File: src/rtl/i2ch_pkg.sv
package i2ch_pkg;
  typedef enum logic [2:0] {
    OP_ADDR   = 3'd0,
    OP_RSTART = 3'd1,
    OP_READ   = 3'd2,
    OP_WRITE  = 3'd3,
    OP_STOP   = 3'd4
  } eng_op_e;

  typedef struct packed {
    eng_op_e op;
    logic    ack_en;
    logic    nack;
  } req_t;

  localparam int IDX_CTRL = 0;
  localparam int IDX_ADDR = 1;
  localparam int IDX_DATA = 2;
  localparam int IDX_STAT = 3;

  localparam int BIT_ACK   = 2;
  localparam int BIT_FLUSH = 3;
  localparam int BIT_SMART = 4;

  localparam logic [1:0] CMD_NONE = 2'd0;
  localparam logic [1:0] CMD_RSTART = 2'd1;
  localparam logic [1:0] CMD_XFER = 2'd2;
  localparam logic [1:0] CMD_STOP = 2'd3;
endpackage

File: src/rtl/i2ch_rst_sync.sv
module i2ch_rst_sync #(
  parameter int STAGES = 2
) (
  input  logic clk_i,
  input  logic rst_ni,
  output logic rst_sync_no
);
  logic [STAGES-1:0] sh_q;

  always_ff @(posedge clk_i or negedge rst_ni) begin
    if (!rst_ni) sh_q <= '0;
    else         sh_q <= {sh_q[STAGES-2:0], 1'b1};
  end

  assign rst_sync_no = sh_q[STAGES-1];
endmodule

File: src/rtl/i2ch_regs.sv
module i2ch_regs import i2ch_pkg::*; #(
  parameter int DW = 8,
  parameter int AW = 2
) (
  input  logic          clk_i,
  input  logic          rst_ni,
  input  logic          wr_i,
  input  logic          rd_i,
  input  logic [AW-1:0] idx_i,
  input  logic [DW-1:0] wdata_i,
  output logic [DW-1:0] rdata_o,
  input  logic [3:0]    status_i,
  input  logic          rx_vld_i,
  input  logic [DW-1:0] rx_byte_i,
  output logic          ld_v_o,
  output req_t          ld_req_o,
  output logic          addr_wr_o,
  output logic          data_wr_o,
  output logic          flush_o,
  output logic [DW-1:0] addr_o,
  output logic [DW-1:0] tx_o
);
  logic          smart_q, smart_d;
  logic          ackact_q, ackact_d;
  logic [DW-1:0] addr_q, addr_d;
  logic [DW-1:0] tx_q, tx_d;
  logic [DW-1:0] rx_q, rx_d;
  logic          wr_ctrl, wr_addr, wr_data, rd_smart;

  assign wr_ctrl  = wr_i && (idx_i == AW'(IDX_CTRL));
  assign wr_addr  = wr_i && (idx_i == AW'(IDX_ADDR));
  assign wr_data  = wr_i && (idx_i == AW'(IDX_DATA));
  assign rd_smart = rd_i && !wr_i && (idx_i == AW'(IDX_DATA)) && smart_q && addr_q[0];

  always_comb begin
    smart_d   = smart_q;
    ackact_d  = ackact_q;
    addr_d    = addr_q;
    tx_d      = tx_q;
    rx_d      = rx_q;
    ld_v_o    = 1'b0;
    ld_req_o  = '{op: OP_READ, ack_en: 1'b0, nack: 1'b0};
    addr_wr_o = 1'b0;
    data_wr_o = 1'b0;
    flush_o   = 1'b0;
    if (wr_ctrl) begin
      ackact_d = wdata_i[BIT_ACK];
      smart_d  = wdata_i[BIT_SMART];
      if (wdata_i[BIT_FLUSH]) begin
        flush_o = 1'b1;
      end else begin
        case (wdata_i[1:0])
          CMD_RSTART: begin
            ld_v_o   = 1'b1;
            ld_req_o = '{op: OP_RSTART, ack_en: 1'b1, nack: wdata_i[BIT_ACK]};
          end
          CMD_XFER: begin
            if (addr_q[0]) begin
              ld_v_o   = 1'b1;
              ld_req_o = '{op: OP_READ, ack_en: 1'b1, nack: wdata_i[BIT_ACK]};
            end
          end
          CMD_STOP: begin
            ld_v_o   = 1'b1;
            ld_req_o = '{op: OP_STOP, ack_en: 1'b1, nack: wdata_i[BIT_ACK]};
          end
          default: ;
        endcase
      end
    end
    if (wr_addr) begin
      addr_d    = wdata_i;
      addr_wr_o = 1'b1;
      ld_v_o    = 1'b1;
      ld_req_o  = '{op: OP_ADDR, ack_en: 1'b0, nack: 1'b0};
    end
    if (wr_data) begin
      tx_d      = wdata_i;
      data_wr_o = 1'b1;
    end
    if (rd_smart) begin
      ld_v_o   = 1'b1;
      ld_req_o = '{op: OP_READ, ack_en: 1'b1, nack: ackact_q};
    end
    if (rx_vld_i) rx_d = rx_byte_i;
  end

  always_ff @(posedge clk_i or negedge rst_ni) begin
    if (!rst_ni) begin
      smart_q  <= 1'b0;
      ackact_q <= 1'b0;
      addr_q   <= '0;
      tx_q     <= '0;
      rx_q     <= '0;
    end else begin
      smart_q  <= smart_d;
      ackact_q <= ackact_d;
      addr_q   <= addr_d;
      tx_q     <= tx_d;
      rx_q     <= rx_d;
    end
  end

  always_comb begin
    rdata_o = '0;
    case (idx_i)
      AW'(IDX_CTRL): begin
        rdata_o[BIT_ACK]   = ackact_q;
        rdata_o[BIT_SMART] = smart_q;
      end
      AW'(IDX_ADDR): rdata_o = addr_q;
      AW'(IDX_DATA): rdata_o = rx_q;
      default:       rdata_o[3:0] = status_i;
    endcase
  end

  assign addr_o = addr_q;
  assign tx_o   = tx_q;

  // the strobe bits never stay visible in the control register
  p_strobe_clear_r4: assert property (@(posedge clk_i) disable iff (!rst_ni)
    (rd_i && idx_i == AW'(IDX_CTRL)) |-> (rdata_o[1:0] == 2'b00 && !rdata_o[BIT_FLUSH]));
endmodule

File: src/rtl/i2ch_issue.sv
module i2ch_issue import i2ch_pkg::*; #(
  parameter int DW = 8
) (
  input  logic          clk_i,
  input  logic          rst_ni,
  input  logic          ld_v_i,
  input  req_t          ld_req_i,
  input  logic          addr_wr_i,
  input  logic          data_wr_i,
  input  logic          flush_i,
  input  logic          dir_rd_i,
  input  logic [DW-1:0] addr_byte_i,
  input  logic [DW-1:0] tx_byte_i,
  input  logic          bus_free_i,
  input  logic          eng_done_i,
  output logic          eng_req_o,
  output logic [2:0]    eng_op_o,
  output logic          eng_ack_en_o,
  output logic          eng_nack_o,
  output logic [DW-1:0] eng_byte_o,
  output logic          eng_flush_o,
  output logic          rx_vld_o,
  output logic [3:0]    status_o
);
  logic          slot_v_q, slot_v_d;
  req_t          slot_q, slot_d;
  logic          txp_q, txp_d;
  logic          busy_q, busy_d;
  logic          owned_q, owned_d;
  logic          seen_q, seen_d;
  logic          inval_q, inval_d;
  logic          req_q, req_d;
  eng_op_e       op_q, op_d;
  logic          ack_q, ack_d;
  logic          nack_q, nack_d;
  logic [DW-1:0] byte_q, byte_d;
  logic          fl_q, fl_d;
  logic          slot_go, tx_go;

  assign slot_go  = !busy_q && slot_v_q &&
                    (slot_q.op != OP_ADDR || bus_free_i || owned_q);
  assign tx_go    = !busy_q && !slot_v_q && txp_q && owned_q && !dir_rd_i;
  assign rx_vld_o = eng_done_i && busy_q && (op_q == OP_READ);

  always_comb begin
    slot_v_d = slot_v_q;
    slot_d   = slot_q;
    txp_d    = txp_q;
    busy_d   = busy_q;
    owned_d  = owned_q;
    seen_d   = seen_q;
    inval_d  = inval_q;
    op_d     = op_q;
    ack_d    = ack_q;
    nack_d   = nack_q;
    byte_d   = byte_q;
    req_d    = 1'b0;
    fl_d     = 1'b0;
    if (slot_go) begin
      req_d    = 1'b1;
      op_d     = slot_q.op;
      ack_d    = slot_q.ack_en;
      nack_d   = slot_q.nack;
      byte_d   = (slot_q.op == OP_ADDR || slot_q.op == OP_RSTART) ? addr_byte_i : '0;
      slot_v_d = 1'b0;
      busy_d   = 1'b1;
      if (slot_q.op == OP_ADDR) owned_d = 1'b1;
      if (slot_q.op == OP_STOP) owned_d = 1'b0;
    end else if (tx_go) begin
      req_d  = 1'b1;
      op_d   = OP_WRITE;
      ack_d  = 1'b0;
      nack_d = 1'b0;
      byte_d = tx_byte_i;
      txp_d  = 1'b0;
      busy_d = 1'b1;
    end else if (eng_done_i) begin
      busy_d = 1'b0;
    end
    if (ld_v_i) begin
      slot_v_d = 1'b1;
      slot_d   = ld_req_i;
    end
    if (data_wr_i) begin
      txp_d = 1'b1;
      if (!seen_q) inval_d = 1'b1;
    end
    if (addr_wr_i) seen_d = 1'b1;
    if (flush_i) begin
      slot_v_d = 1'b0;
      txp_d    = 1'b0;
      busy_d   = 1'b0;
      owned_d  = 1'b0;
      seen_d   = 1'b0;
      inval_d  = 1'b0;
      req_d    = 1'b0;
      fl_d     = 1'b1;
    end
  end

  always_ff @(posedge clk_i or negedge rst_ni) begin
    if (!rst_ni) begin
      slot_v_q <= 1'b0;
      slot_q   <= '{op: OP_READ, ack_en: 1'b0, nack: 1'b0};
      txp_q    <= 1'b0;
      busy_q   <= 1'b0;
      owned_q  <= 1'b0;
      seen_q   <= 1'b0;
      inval_q  <= 1'b0;
      req_q    <= 1'b0;
      op_q     <= OP_ADDR;
      ack_q    <= 1'b0;
      nack_q   <= 1'b0;
      byte_q   <= '0;
      fl_q     <= 1'b0;
    end else begin
      slot_v_q <= slot_v_d;
      slot_q   <= slot_d;
      txp_q    <= txp_d;
      busy_q   <= busy_d;
      owned_q  <= owned_d;
      seen_q   <= seen_d;
      inval_q  <= inval_d;
      req_q    <= req_d;
      op_q     <= op_d;
      ack_q    <= ack_d;
      nack_q   <= nack_d;
      byte_q   <= byte_d;
      fl_q     <= fl_d;
    end
  end

  assign eng_req_o    = req_q;
  assign eng_op_o     = op_q;
  assign eng_ack_en_o = ack_q;
  assign eng_nack_o   = nack_q;
  assign eng_byte_o   = byte_q;
  assign eng_flush_o  = fl_q;
  assign status_o     = {slot_v_q, owned_q, inval_q, busy_q};

  p_req_single_r12: assert property (@(posedge clk_i) disable iff (!rst_ni)
    eng_req_o |=> !eng_req_o);
  p_busy_blocks_r12: assert property (@(posedge clk_i) disable iff (!rst_ni)
    (busy_q && !eng_done_i) |=> !eng_req_o);
  p_write_owned_r7: assert property (@(posedge clk_i) disable iff (!rst_ni)
    (eng_req_o && eng_op_o == OP_WRITE) |-> (owned_q && !eng_ack_en_o));
  p_addr_free_r8: assert property (@(posedge clk_i) disable iff (!rst_ni)
    (eng_req_o && eng_op_o == OP_ADDR) |-> ($past(bus_free_i) || $past(owned_q)));
  p_flush_clears_r9: assert property (@(posedge clk_i) disable iff (!rst_ni)
    flush_i |=> (!busy_q && !slot_v_q && !owned_q && !eng_req_o && eng_flush_o));
  p_read_acks_r3: assert property (@(posedge clk_i) disable iff (!rst_ni)
    (eng_req_o && eng_op_o == OP_READ) |-> eng_ack_en_o);
endmodule

File: src/rtl/i2ch_ctrl.sv
module i2ch_ctrl import i2ch_pkg::*; #(
  parameter int DW          = 8,
  parameter int AW          = 2,
  parameter int SYNC_STAGES = 2
) (
  input  logic          clk_i,
  input  logic          rst_ni,
  input  logic          reg_wr_i,
  input  logic          reg_rd_i,
  input  logic [AW-1:0] reg_addr_i,
  input  logic [DW-1:0] reg_wdata_i,
  output logic [DW-1:0] reg_rdata_o,
  input  logic          bus_free_i,
  input  logic          eng_done_i,
  input  logic [DW-1:0] eng_rx_i,
  output logic          eng_req_o,
  output logic [2:0]    eng_op_o,
  output logic          eng_ack_en_o,
  output logic          eng_nack_o,
  output logic [DW-1:0] eng_byte_o,
  output logic          eng_flush_o
);
  logic          rst_s_n;
  logic          ld_v, addr_wr, data_wr, flush, rx_vld;
  req_t          ld_req;
  logic [DW-1:0] addr_q, tx_q;
  logic [3:0]    status;

  i2ch_rst_sync #(.STAGES(SYNC_STAGES)) u_sync (
    .clk_i(clk_i), .rst_ni(rst_ni), .rst_sync_no(rst_s_n)
  );

  i2ch_regs #(.DW(DW), .AW(AW)) u_regs (
    .clk_i(clk_i), .rst_ni(rst_s_n),
    .wr_i(reg_wr_i), .rd_i(reg_rd_i), .idx_i(reg_addr_i),
    .wdata_i(reg_wdata_i), .rdata_o(reg_rdata_o),
    .status_i(status), .rx_vld_i(rx_vld), .rx_byte_i(eng_rx_i),
    .ld_v_o(ld_v), .ld_req_o(ld_req), .addr_wr_o(addr_wr),
    .data_wr_o(data_wr), .flush_o(flush), .addr_o(addr_q), .tx_o(tx_q)
  );

  i2ch_issue #(.DW(DW)) u_issue (
    .clk_i(clk_i), .rst_ni(rst_s_n),
    .ld_v_i(ld_v), .ld_req_i(ld_req), .addr_wr_i(addr_wr),
    .data_wr_i(data_wr), .flush_i(flush), .dir_rd_i(addr_q[0]),
    .addr_byte_i(addr_q), .tx_byte_i(tx_q),
    .bus_free_i(bus_free_i), .eng_done_i(eng_done_i),
    .eng_req_o(eng_req_o), .eng_op_o(eng_op_o), .eng_ack_en_o(eng_ack_en_o),
    .eng_nack_o(eng_nack_o), .eng_byte_o(eng_byte_o), .eng_flush_o(eng_flush_o),
    .rx_vld_o(rx_vld), .status_o(status)
  );
endmodule

File: config.mk
export PLATFORM = sky130hd
export DESIGN_NAME = i2ch_ctrl
export DESIGN_NICKNAME = d
export VERILOG_FILES = /design/src/rtl/i2ch_pkg.sv /design/src/rtl/i2ch_rst_sync.sv /design/src/rtl/i2ch_regs.sv /design/src/rtl/i2ch_issue.sv /design/src/rtl/i2ch_ctrl.sv
export SDC_FILE = /design/constraint.sdc
export NUM_CORES = 1
export LEC_CHECK = 0
export ABC_AREA = 1
export CAP_MARGIN = 20
export CORE_MARGIN = 3
export CORE_UTILIZATION = 53
export DETAILED_ROUTE_END_ITERATION = 7
export GPL_ROUTABILITY_DRIVEN = 0
export PLACE_DENSITY = 0.86
export SYNTH_ARGS = -nofsm -noshare
export SYNTH_HDL_FRONTEND = slang
export SYNTH_SLANG_ARGS = --single-unit
File: constraint.sdc
create_clock -name clk_i -period 1.8 [get_ports clk_i]
set_clock_uncertainty 0.05 [all_clocks]
set_input_delay 0.27 -clock clk_i [delete_from_list [all_inputs] [get_ports clk_i]]
set_output_delay 0.27 -clock clk_i [all_outputs]
set_load 0.03 [all_outputs]
==> implementation parameters <==
Parameter                              Value

Status
  Outcome ... complete, no violations

Pwr
  Reported leakage power ... around 1.7 nW
  Total power ... ~4.3 mW
  PwrDens ... about 1300 nW/um2
  Max IR drop VDD ... 0.5522 mV

Critical path
  Setup crit end kind ... output pin
  Path type of the worst setup path ... in -> out
  Crit. Startpoint ... reg_addr_i[0]
  Critical path data arrival time ... approximately 1.4 ns
  Required time at the endpoint of the critical path ... roughly 1.5 ns
  R2R depth ... 5
  Reg-to-reg startpoint ... u_issue.slot_v_q
  Maximum fanout count along the critical path ... 3
  Startpoint kind of the worst setup timing path ... primary input
  Terminus of the critical flop-to-flop path ... u_issue.eng_byte_o[7]
  Setup slack, reg-to-reg ... 0.37 ns

Synth
  EDFF count, synth ... 0
  Fraction of the yosys area taken by sequential cells ... 50.09%
  Most used flip-flop cell after synthesis ... sky130_fd_sc_hd__dfrtp_1
  Number of warnings reported in the yosys synthesis log ... 0
  Net count of the mapped netlist ... 338
  Async set-reset flop share out of synthesis ... 100.0%
  Number of library cell types mapped by synthesis ... 30
  Mapped Cells ... 310
  Syn Area/Cell ... 8.710 um2
  Register bit count reported by yosys ... 54
  Cell area after synthesis ... between 2000 and 3000 um2

Die
  Number of placed I/O pins ... 47
  Starting Density ... 56.05%
  Floorplan core area ... a little under 5000 um2
  Total Die Area ... ~6000 um2
  Site row count ... 25
  Die X ... 77.38 um
  Die height ... 77.38 um

Clock tree
  Clock root buffer master ... sky130_fd_sc_hd__clkbuf_8
  Number of clock buffers inserted by TritonCTS ... 5
  CTS clock-pin slew for the worst setup and hold paths ... about 0.09 ns
  Skew-Pair Late Insertion Delay ... 0.30 ns
  Total number of clock tree sinks ... 54
  CTS tree ... yes
  Buffer levels on the longest clock path ... 2
  Depth of the CTS H-tree ... 2
  Post-CTS Hold Fix Bufs ... 0

Cells and area
  Storage element area ... 1354 um2
  Utilization after layout ... a little over two thirds
  Total Nets Final ... 392
  Number of fillers in the final layout ... 397
  Leading cell type in the layout, fill and taps excluded ... sky130_fd_sc_hd__nand2_1
  Share of post-route cells with drive strength above 1 ... 18.36%
  Multi-input gate area ... between 1000 and 1500 um2
  Commonest non-fill, non-tap cells in the layout ... sky130_fd_sc_hd__nand2_1 (69), sky130_fd_sc_hd__dfrtp_1 (52), sky130_fd_sc_hd__inv_1 (39)
  Syn-to-layout area delta ... 25.95%
  # diodes ... 0

GRT
  Pin count of the biggest net entering global routing ... 25
  Wire length of the first global-routing pass ... about 10000 um
  Number of antenna violations at the first check in global routing ... 0
  Global route overflow ... 0
  Total routing resource utilization after global routing ... 20.79%
  Number of global-route vias before repair ... 2,173

Place
  Count of port buffers added during placement ... 46
  Dpl hpwl ... 4603 um

Route
  Count of nets left with antenna violations after detail routing ... 0
  DRC violations left ... 0
  Overall routed net length ... 5768 um
  Routed via count divided by cell count ... slightly above 5
  Vias post-DR ... 2,215
  Average routed wire per standard cell ... 13.35 um
  Number of detailed-routing iterations run before antenna repair ... 4
  DRC marker count from the first detailed-route iteration ... 136

STA
  Hold Violations, Final ... 0
  Count of endpoints failing setup in the final report ... 0
  Post-route minimum period ... approximately 1.7 ns
  Maximum clock frequency ... 588.8 MHz
  Unrepaired setup endpoints after global routing ... no
  Number of pins with negative max-slew slack in the final report ... 0
  Post-route fraction of the period consumed by the critical path ... between 90 and 100%

Job
  Max-cap violations ... 0

Hold path
  Class of the worst hold path ... in -> async
report_power, final:
group | internal [mW] | leakage [nW] | total, mW | switching (mW)
registers | 1.55 | 0.678 | 1.81 | 0.265
clock network | 0.415 | 0.0514 | 0.795 | 0.380
logic | 0.658 | 0.959 | 1.70 | 1.04
cells in the mapped netlist (all sizes together) (2+ instances only):
master	instances	area, um2
nor2	21	103.9
buf	9	70.06
ha	4	50.05
nand4	9	56.30
nand3	47	307.8
inv	44	165.2
nand2	71	276.5
clkbuf	2	17.51
dfrtp	53	1326
a22oi	2	15.01
nand3b	2	15.01
o21ai	29	182.7
a21oi	11	58.81
through the flow:
stage                     setup TNS (ns)  std cells  hold slack, ns  cell area [um2]  setup WS [ns]
after floorplan                        0        310        -0.07559             2700         0.1372
after global placement            -1.626        424          0.1463             3266        -0.1253
after detailed placement          -3.360        424          0.1468             3266        -0.1909
after CTS                              0        432         0.06200             3401        0.09436
after global routing                   0        432         0.05095             3401        0.01313
final                                  0        432         0.06493             3401         0.1016
cell families after synthesis:
kind of cell	share of synthesized area, %
fa+ha+maj	1.854
other cells	0.1389
simple gates	28.82
buf+inv	9.360
flops	50.09
compound gates	9.731
worst max-delay path, stage by stage:
cell	delay, ns
sky130_fd_sc_hd__dlygate4sd2_1	0.30
sky130_fd_sc_hd__inv_1	0.12
sky130_fd_sc_hd__ha_1	0.30
sky130_fd_sc_hd__inv_1	0.06
sky130_fd_sc_hd__a21oi_1	0.14
sky130_fd_sc_hd__buf_4	0.18
flip-flops by register name, summed over array words and instances (netlist names), 2 cells and up:
name	flops
u_regs.rx_q	8
u_issue.slot_q	5
u_regs.addr_o	8
u_issue.eng_byte_o	8
u_sync.sh_q	2
u_issue.eng_op_o	3
u_regs.tx_o	8
timing repair:
action / in CTS / in global routing
endpoints found under the setup margin: 8 / 0
buffers inserted: 0 / 0
resized for setup: 7 / 0
final cells by class:
cell class,instances,area share [%]
Timing Repair Buffer,58,16.63
Multi-Input combinational cell,201,33.00
Sequential cell,54,39.81
Inverter,44,4.857
Clock buffer,6,2.134
Clock inverter,2,1.104
Tap cell,67,2.465
per-layer routing:
metal / global-route usage, % / wire, um
met1: 26.72 / 2505
met2: 35.84 / 2888
met3: 3.712 / 282
met4: 6.406 / 91
met5: 0 / 0
how the worst max path moves through the flow:
stage                     end  cells after the start
3_5_place_dp   reg_rdata_o[3]                      6
5_1_grt        reg_rdata_o[3]                      6
6_report       reg_rdata_o[6]                      6
3_3_place_gp   reg_rdata_o[3]                      6
4_1_cts           eng_op_o[0]                      1
2_1_floorplan  u_issue.busy_q                      0
(Power assumes the default switching activity.)
